## src/rtl/chsel_pkg.sv

```systemverilog
package chsel_pkg;
  localparam int BYTE_W  = 8;
  localparam int CNT_W   = $clog2(BYTE_W);
  localparam int NCH     = 2;
  localparam int CTRL_W  = 4;
  localparam int PIN_W   = 3;
  localparam int HI_W    = BYTE_W - 1 - PIN_W;

  typedef enum logic [3:0] {
    S_IDLE, S_ADDR, S_AWAIT, S_ACK, S_WR, S_RD, S_RACK, S_RNEXT, S_SKIP
  } tgt_state_t;

  // selection nibble -> one-hot-or-zero enables
  function automatic logic [NCH-1:0] sel_decode(input logic [CTRL_W-1:0] v);
    logic [NCH-1:0] r;
    r = '0;
    if (v[2]) r[v[0]] = 1'b1;
    return r;
  endfunction

  // byte returned to the host on a read
  function automatic logic [BYTE_W-1:0] rd_image(input logic [NCH-1:0] flags,
                                                 input logic [CTRL_W-1:0] v);
    return {{(BYTE_W-NCH-CTRL_W){1'b0}}, flags, v};
  endfunction

  function automatic logic addr_hit(input logic [BYTE_W-2:0] a,
                                    input logic [HI_W-1:0] hi,
                                    input logic [PIN_W-1:0] pins);
    return a == {hi, pins};
  endfunction
endpackage

```

## src/rtl/chsel_sync.sv

```systemverilog
module chsel_sync #(
  parameter int STAGES = 2
) (
  input  logic clk,
  input  logic rst_n,
  input  logic scl_i,
  input  logic sda_i,
  output logic scl_s,
  output logic sda_s,
  output logic start_evt,
  output logic stop_evt,
  output logic scl_rise,
  output logic scl_fall
);
  logic [STAGES-1:0] scl_ff, sda_ff;
  logic scl_p, sda_p;

  always_ff @(posedge clk or negedge rst_n) begin
    if (!rst_n) begin
      scl_ff <= '1;
      sda_ff <= '1;
      scl_p  <= 1'b1;
      sda_p  <= 1'b1;
    end else begin
      scl_ff <= {scl_ff[STAGES-2:0], scl_i};
      sda_ff <= {sda_ff[STAGES-2:0], sda_i};
      scl_p  <= scl_ff[STAGES-1];
      sda_p  <= sda_ff[STAGES-1];
    end
  end

  assign scl_s     = scl_ff[STAGES-1];
  assign sda_s     = sda_ff[STAGES-1];
  assign start_evt = scl_s & scl_p & sda_p & ~sda_s;
  assign stop_evt  = scl_s & scl_p & ~sda_p & sda_s;
  assign scl_rise  = scl_s & ~scl_p;
  assign scl_fall  = ~scl_s & scl_p;
endmodule

```

## src/rtl/chsel_target.sv

```systemverilog
module chsel_target
  import chsel_pkg::*;
#(
  parameter logic [HI_W-1:0] ADDR_HI = 4'b1110
) (
  input  logic              clk,
  input  logic              rst_n,
  input  logic              sda_s,
  input  logic              start_evt,
  input  logic              stop_evt,
  input  logic              scl_rise,
  input  logic              scl_fall,
  input  logic [PIN_W-1:0]  addr_pins,
  input  logic [BYTE_W-1:0] rd_byte,
  output logic              sda_oe,
  output logic              wr_stb,
  output logic [CTRL_W-1:0] wr_nib,
  output logic              skip_st
);
  localparam logic [CNT_W-1:0] LAST = CNT_W'(BYTE_W - 1);

  tgt_state_t        st;
  logic [CNT_W-1:0]  cnt;
  logic [BYTE_W-2:0] shreg;
  logic [BYTE_W-1:0] txsh;
  logic              rw;
  logic [BYTE_W-1:0] byte_in;
  logic              bus_evt;

  assign byte_in = {shreg, sda_s};
  assign bus_evt = start_evt | stop_evt;

  always_ff @(posedge clk or negedge rst_n) begin
    if (!rst_n) begin
      st    <= S_IDLE;
      cnt   <= '0;
      shreg <= '0;
      txsh  <= '0;
      rw    <= 1'b0;
    end else if (start_evt) begin
      st  <= S_ADDR;
      cnt <= '0;
    end else if (stop_evt) begin
      st  <= S_IDLE;
    end else begin
      case (st)
        S_ADDR: if (scl_rise) begin
          shreg <= byte_in[BYTE_W-2:0];
          if (cnt == LAST) begin
            cnt <= '0;
            if (addr_hit(byte_in[BYTE_W-1:1], ADDR_HI, addr_pins)) begin
              rw <= byte_in[0];
              st <= S_AWAIT;
            end else begin
              st <= S_SKIP;
            end
          end else begin
            cnt <= cnt + 1'b1;
          end
        end
        S_WR: if (scl_rise) begin
          shreg <= byte_in[BYTE_W-2:0];
          if (cnt == LAST) begin
            cnt <= '0;
            st  <= S_AWAIT;
          end else begin
            cnt <= cnt + 1'b1;
          end
        end
        S_AWAIT: if (scl_fall) st <= S_ACK;
        S_ACK: if (scl_fall) begin
          cnt <= '0;
          if (rw) begin
            txsh <= rd_byte;
            st   <= S_RD;
          end else begin
            st <= S_WR;
          end
        end
        S_RD: if (scl_fall) begin
          if (cnt == LAST) begin
            st <= S_RACK;
          end else begin
            txsh <= {txsh[BYTE_W-2:0], 1'b0};
            cnt  <= cnt + 1'b1;
          end
        end
        S_RACK: if (scl_rise) st <= sda_s ? S_SKIP : S_RNEXT;
        S_RNEXT: if (scl_fall) begin
          txsh <= rd_byte;
          cnt  <= '0;
          st   <= S_RD;
        end
        default: ;
      endcase
    end
  end

  assign wr_stb  = (st == S_WR) & scl_rise & (cnt == LAST) & ~bus_evt;
  assign wr_nib  = byte_in[CTRL_W-1:0];
  assign sda_oe  = (st == S_ACK) | ((st == S_RD) & ~txsh[BYTE_W-1]);
  assign skip_st = (st == S_SKIP);
endmodule

```

## src/rtl/chsel_ctrl.sv

```systemverilog
module chsel_ctrl
  import chsel_pkg::*;
(
  input  logic              clk,
  input  logic              rst_n,
  input  logic              wr_stb,
  input  logic [CTRL_W-1:0] wr_nib,
  input  logic              stop_evt,
  output logic [CTRL_W-1:0] ctrl_q,
  output logic [NCH-1:0]    ch_en
);
  always_ff @(posedge clk or negedge rst_n) begin
    if (!rst_n) begin
      ctrl_q <= '0;
      ch_en  <= '0;
    end else begin
      if (wr_stb)   ctrl_q <= wr_nib;
      if (stop_evt) ch_en  <= sel_decode(ctrl_q);
    end
  end
endmodule

```

## src/rtl/chsel_irq.sv

```systemverilog
module chsel_irq
  import chsel_pkg::*;
(
  input  logic [NCH-1:0] irq_n_i,
  output logic [NCH-1:0] flags,
  output logic           irq_n_o
);
  for (genvar i = 0; i < NCH; i++) begin : g_flag
    assign flags[i] = ~irq_n_i[i];
  end
  assign irq_n_o = ~|flags;
endmodule

```

## src/rtl/i2c_chan_sel.sv

```systemverilog
module i2c_chan_sel
  import chsel_pkg::*;
#(
  parameter logic [HI_W-1:0] ADDR_HI     = 4'b1110,
  parameter int              SYNC_STAGES = 2
) (
  input  logic             clk,
  input  logic             rst_n,
  input  logic             scl_i,
  input  logic             sda_i,
  output logic             sda_oe,
  input  logic [PIN_W-1:0] addr_pins,
  input  logic [NCH-1:0]   irq_n_i,
  output logic             irq_n_o,
  output logic [NCH-1:0]   ch_en
);
  logic scl_s, sda_s, start_evt, stop_evt, scl_rise, scl_fall;
  logic wr_stb, skip_st;
  logic [CTRL_W-1:0] wr_nib, ctrl_q;
  logic [NCH-1:0]    flags;
  logic [BYTE_W-1:0] rd_byte;

  chsel_sync #(.STAGES(SYNC_STAGES)) u_sync (
    .clk(clk), .rst_n(rst_n), .scl_i(scl_i), .sda_i(sda_i),
    .scl_s(scl_s), .sda_s(sda_s), .start_evt(start_evt), .stop_evt(stop_evt),
    .scl_rise(scl_rise), .scl_fall(scl_fall)
  );

  chsel_target #(.ADDR_HI(ADDR_HI)) u_tgt (
    .clk(clk), .rst_n(rst_n), .sda_s(sda_s), .start_evt(start_evt),
    .stop_evt(stop_evt), .scl_rise(scl_rise), .scl_fall(scl_fall),
    .addr_pins(addr_pins), .rd_byte(rd_byte), .sda_oe(sda_oe),
    .wr_stb(wr_stb), .wr_nib(wr_nib), .skip_st(skip_st)
  );

  chsel_ctrl u_ctrl (
    .clk(clk), .rst_n(rst_n), .wr_stb(wr_stb), .wr_nib(wr_nib),
    .stop_evt(stop_evt), .ctrl_q(ctrl_q), .ch_en(ch_en)
  );

  chsel_irq u_irq (
    .irq_n_i(irq_n_i), .flags(flags), .irq_n_o(irq_n_o)
  );

  assign rd_byte = rd_image(flags, ctrl_q);
endmodule

```

## config.mk

```make
export PLATFORM = sky130hd
export DESIGN_NAME = i2c_chan_sel
export DESIGN_NICKNAME = d
export VERILOG_FILES = /design/src/rtl/chsel_pkg.sv /design/src/rtl/chsel_sync.sv /design/src/rtl/chsel_target.sv /design/src/rtl/chsel_ctrl.sv /design/src/rtl/chsel_irq.sv /design/src/rtl/i2c_chan_sel.sv
export SDC_FILE = /design/constraint.sdc
export NUM_CORES = 1
export LEC_CHECK = 0
export BUFFER_PORTS_ARGS = -buffer_cell sky130_fd_sc_hd__buf_2
export CAP_MARGIN = 10
export CORE_ASPECT_RATIO = 0.5
export CORE_MARGIN = 2
export CORE_UTILIZATION = 29
export CTS_CLUSTER_SIZE = 16
export DETAILED_ROUTE_END_ITERATION = 7
export PLACE_DENSITY_LB_ADDON = 0.3
export SETUP_SLACK_MARGIN = 0.02
export SYNTH_ARGS = -nofsm -noshare
export SYNTH_HDL_FRONTEND = slang
export SYNTH_SLANG_ARGS = --single-unit
```

## constraint.sdc

```tcl
create_clock -name clk -period 4.4 [get_ports clk]
set_clock_uncertainty 0.05 [all_clocks]
set_input_delay 0.44 -clock clk [delete_from_list [all_inputs] [get_ports clk]]
set_output_delay 0.44 -clock clk [all_outputs]
set_load 0.02 [all_outputs]
```

==> results.py <==
metrics = {
    "status": {
        "outcome": "complete, no violations",
    },
    "global_route": {
        "grt_antenna_before_repair": 0,
        "gr-usage-all-layers": 0.1090,
        "gr-total-overflow": 0,
        "grt_pass1_wl_mm": 5.554,
        "grt_pass1_vias": 1180,
        "grt_max_degree": 36,
    },
    "clock_network": {
        "clockBufferDepth": 2,
        "insertion_delay_ns": 0.28,
        "cts-buffers-inserted": 5,
        "ctsResizeCount": 0,
        "clkSlewWorstSetupHoldPaths_ns": 0.05,
        "root_buffer": "clkbuf_16",
        "post_cts_buffers": 0,
        "tritoncts": "yes",
        "numClockSinks": 35,
        "cts_hold_buf": 0,
        "htreeDepth": 2,
    },
    "power_and_ir_drop": {
        "ir_worst_vdd_v": 0.0001234,
        "p_per_area_nw_per_um2": 407.5,
        "finalPower_w": 0.0008307,
        "p_leak_nw": 0.8947,
    },
    "placement": {
        "dp_hpwl_mm": 2.256,
        "io_buffers": 12,
        "place_congestion": 0.8497,
        "post-place-ws_ns": 2.242,
    },
    "drt": {
        "drtAntennaViolNets": 0,
        "via_count": 1194,
        "wirelength_mm": 3.237,
        "drc": 0,
        "avgViaCountPerCell": 4.873,
        "initialDrtViolationCount": 35,
        "drt-pass1-iter-count": 4,
        "wl_per_cell_um": 13.21,
    },
    "sta": {
        "clock.fmax_mhz": 463.8,
        "final.period_utilization": 0.4900,
        "setup_tns_ns": 0,
        "setup_viol": 0,
        "slew_headroom": 0.4554,
        "rsz0062_at_grt": "no",
        "period_needed_ns": 2.156,
        "max_slew.worst_pin.slew_ns": 0.8169,
        "hold_violations": 0,
        "drv_slew": 0,
        "setup_slack_ns": 2.244,
    },
    "logic_synthesis": {
        "syn_inst": 154,
        "synth_area_sq_um": 1773,
        "async_reset_ff_frac": 1.000,
        "synth-edff-count": 0,
        "post_synth.cell_area_avg_sq_um": 11.51,
        "seq_area_frac_synth": 0.4982,
        "yosysWarnings": 0,
        "ys_ff_latch": 35,
        "syn-num-nets": 165,
        "ys_types": 49,
        "synthFlopType": "dfrtp_1",
    },
    "floorplan": {
        "die-area_sq_um": 6793,
        "die-height_um": 59.29,
        "initial_utilization": 0.2964,
        "io_pins": 13,
        "dieWidth_um": 114.6,
        "rows": 20,
        "core_area_sq_um": 5981,
    },
    "critical_path": {
        "critical_path_arrival_ns": 2.28,
        "required_ns": 4.52,
        "crit_start": "u_tgt.cnt[0]$_DFFE_PN0P_",
        "rr_startpoint": "u_tgt.cnt[0]$_DFFE_PN0P_",
        "endpoint_kind": "flop",
        "criticalPathCategory": "flop to flop",
        "cp_max_fo": 16,
        "cp-start-kind": "flop",
    },
    "cells_and_area": {
        "layout_commonest_cell": "dfrtp_1",
        "drive_gt1_frac": 0.2976,
        "n_fill_cell": 583,
        "n_antenna_cell": 0,
        "syn_to_final_growth_pct": 14.96,
        "layout_common_cells": "29 x dfrtp_1, 12 x mux2_2, 12 x buf_2",
        "nets": 178,
        "register_area_sq_um": 883.3,
        "multi_input_area_sq_um": 823.3,
    },
    "min_path": {
        "hp-class": "primary input to asynchronous set/reset pin",
    },
    "run": {
        "cap_violations": 0,
    },
}
## logic make-up after synthesis
| kind of cell | share of synthesized area |
|---|---|
| adders and majority gates | 0.01411 |
| AOI/OAI and AO/OA | 0.1701 |
| muxes | 0.1186 |
| and+or+nand+nor | 0.1419 |
| buffers and inverters | 0.03740 |
| DFF | 0.4982 |
| xor gates and xnor gates | 0.01976 |
## cells in the mapped netlist (3+ instances only)
library cell / instances / area [sq um]
dfrtp_1: 29 / 725.7
mux2_2: 12 / 135.1
nand2_1: 11 / 41.29
a21oi_1: 7 / 35.03
dfstp_2: 6 / 157.7
nor2_1: 6 / 22.52
o21ai_0: 6 / 30.03
inv_1: 5 / 18.77
nand2b_1: 5 / 31.28
nor2b_1: 5 / 31.28
nand3_1: 4 / 20.02
mux2_4: 3 / 45.04
mux2i_1: 3 / 30.03
o211ai_1: 3 / 22.52
o21a_1: 3 / 22.52
o21ai_1: 3 / 15.01
xnor2_1: 3 / 26.28
## power breakdown
part	internal (W)	switching, W
Clock	0.000241	0.000127
Combinational	0.0000533	0.0000422
Sequential	0.000346	0.0000210
## area by class of cell
type,instances,share of cell area
Clock buffer,8,0.07673
Inverter,5,0.009208
Multi-Input combinational cell,108,0.4039
Sequential cell,35,0.4334
Tap cell,77,0.04727
Timing Repair Buffer,12,0.02947
## state kept, by name, indices dropped and copies added (netlist names)
signal	count
u_tgt.cnt	3
u_ctrl.ch_en	2
u_ctrl.ctrl_q	4
u_tgt.rw	1
u_tgt.st	4
u_tgt.shreg	7
u_tgt.txsh	8
u_sync.sda_p	1
u_sync.scl_ff	2
u_sync.sda_ff	2
u_sync.scl_p	1
## per-stage QoR
stage	hold WS, ns	util	area [sq um]	std cells
after floorplan	0.09441	-	1773	154
after global placement	0.2954	0.3146	1882	237
after detailed placement	0.2968	0.3146	1882	237
after CTS	0.1989	0.3408	2038	245
after global routing	0.1962	0.3408	2038	245
final	0.1879	0.3408	2038	245
## final timing paths
check,to,slack [ns],depth (start not counted)
min in group clk,u_sync.scl_ff[0]$_DFF_PN1_,0.21,1
max reg2reg,u_tgt.txsh[4]$_DFFE_PN0P_,2.24,5
max in group asynchronous,u_tgt.txsh[4]$_DFFE_PN0P_,3.62,1
min reg2reg,u_sync.scl_ff[1]$_DFF_PN1_,0.30,0
max,u_tgt.txsh[4]$_DFFE_PN0P_,2.24,5
min,u_tgt.shreg[3]$_DFFE_PN0P_,0.19,1
## critical path, cell delays in order, from the launching register on
cell and delay [ns]:
dfrtp_1 0.40, ha_1 0.20, ha_1 0.29, a2111oi_4 0.77, o211ai_1 0.18, o21a_1 0.15
## per-layer routing
| metal | vias up | track usage | wire length, um |
|---|---|---|---|
| li1 | 578 | - | - |
| met1 | 593 | 0.1414 | 1679 |
| met2 | 18 | 0.1623 | 1403 |
| met3 | 5 | 0.04397 | 102 |
| met4 | 0 | 0.04704 | 52 |
| met5 | - | 0 | 0 |
No activity file was read; power rests on OpenSTA's default activity.
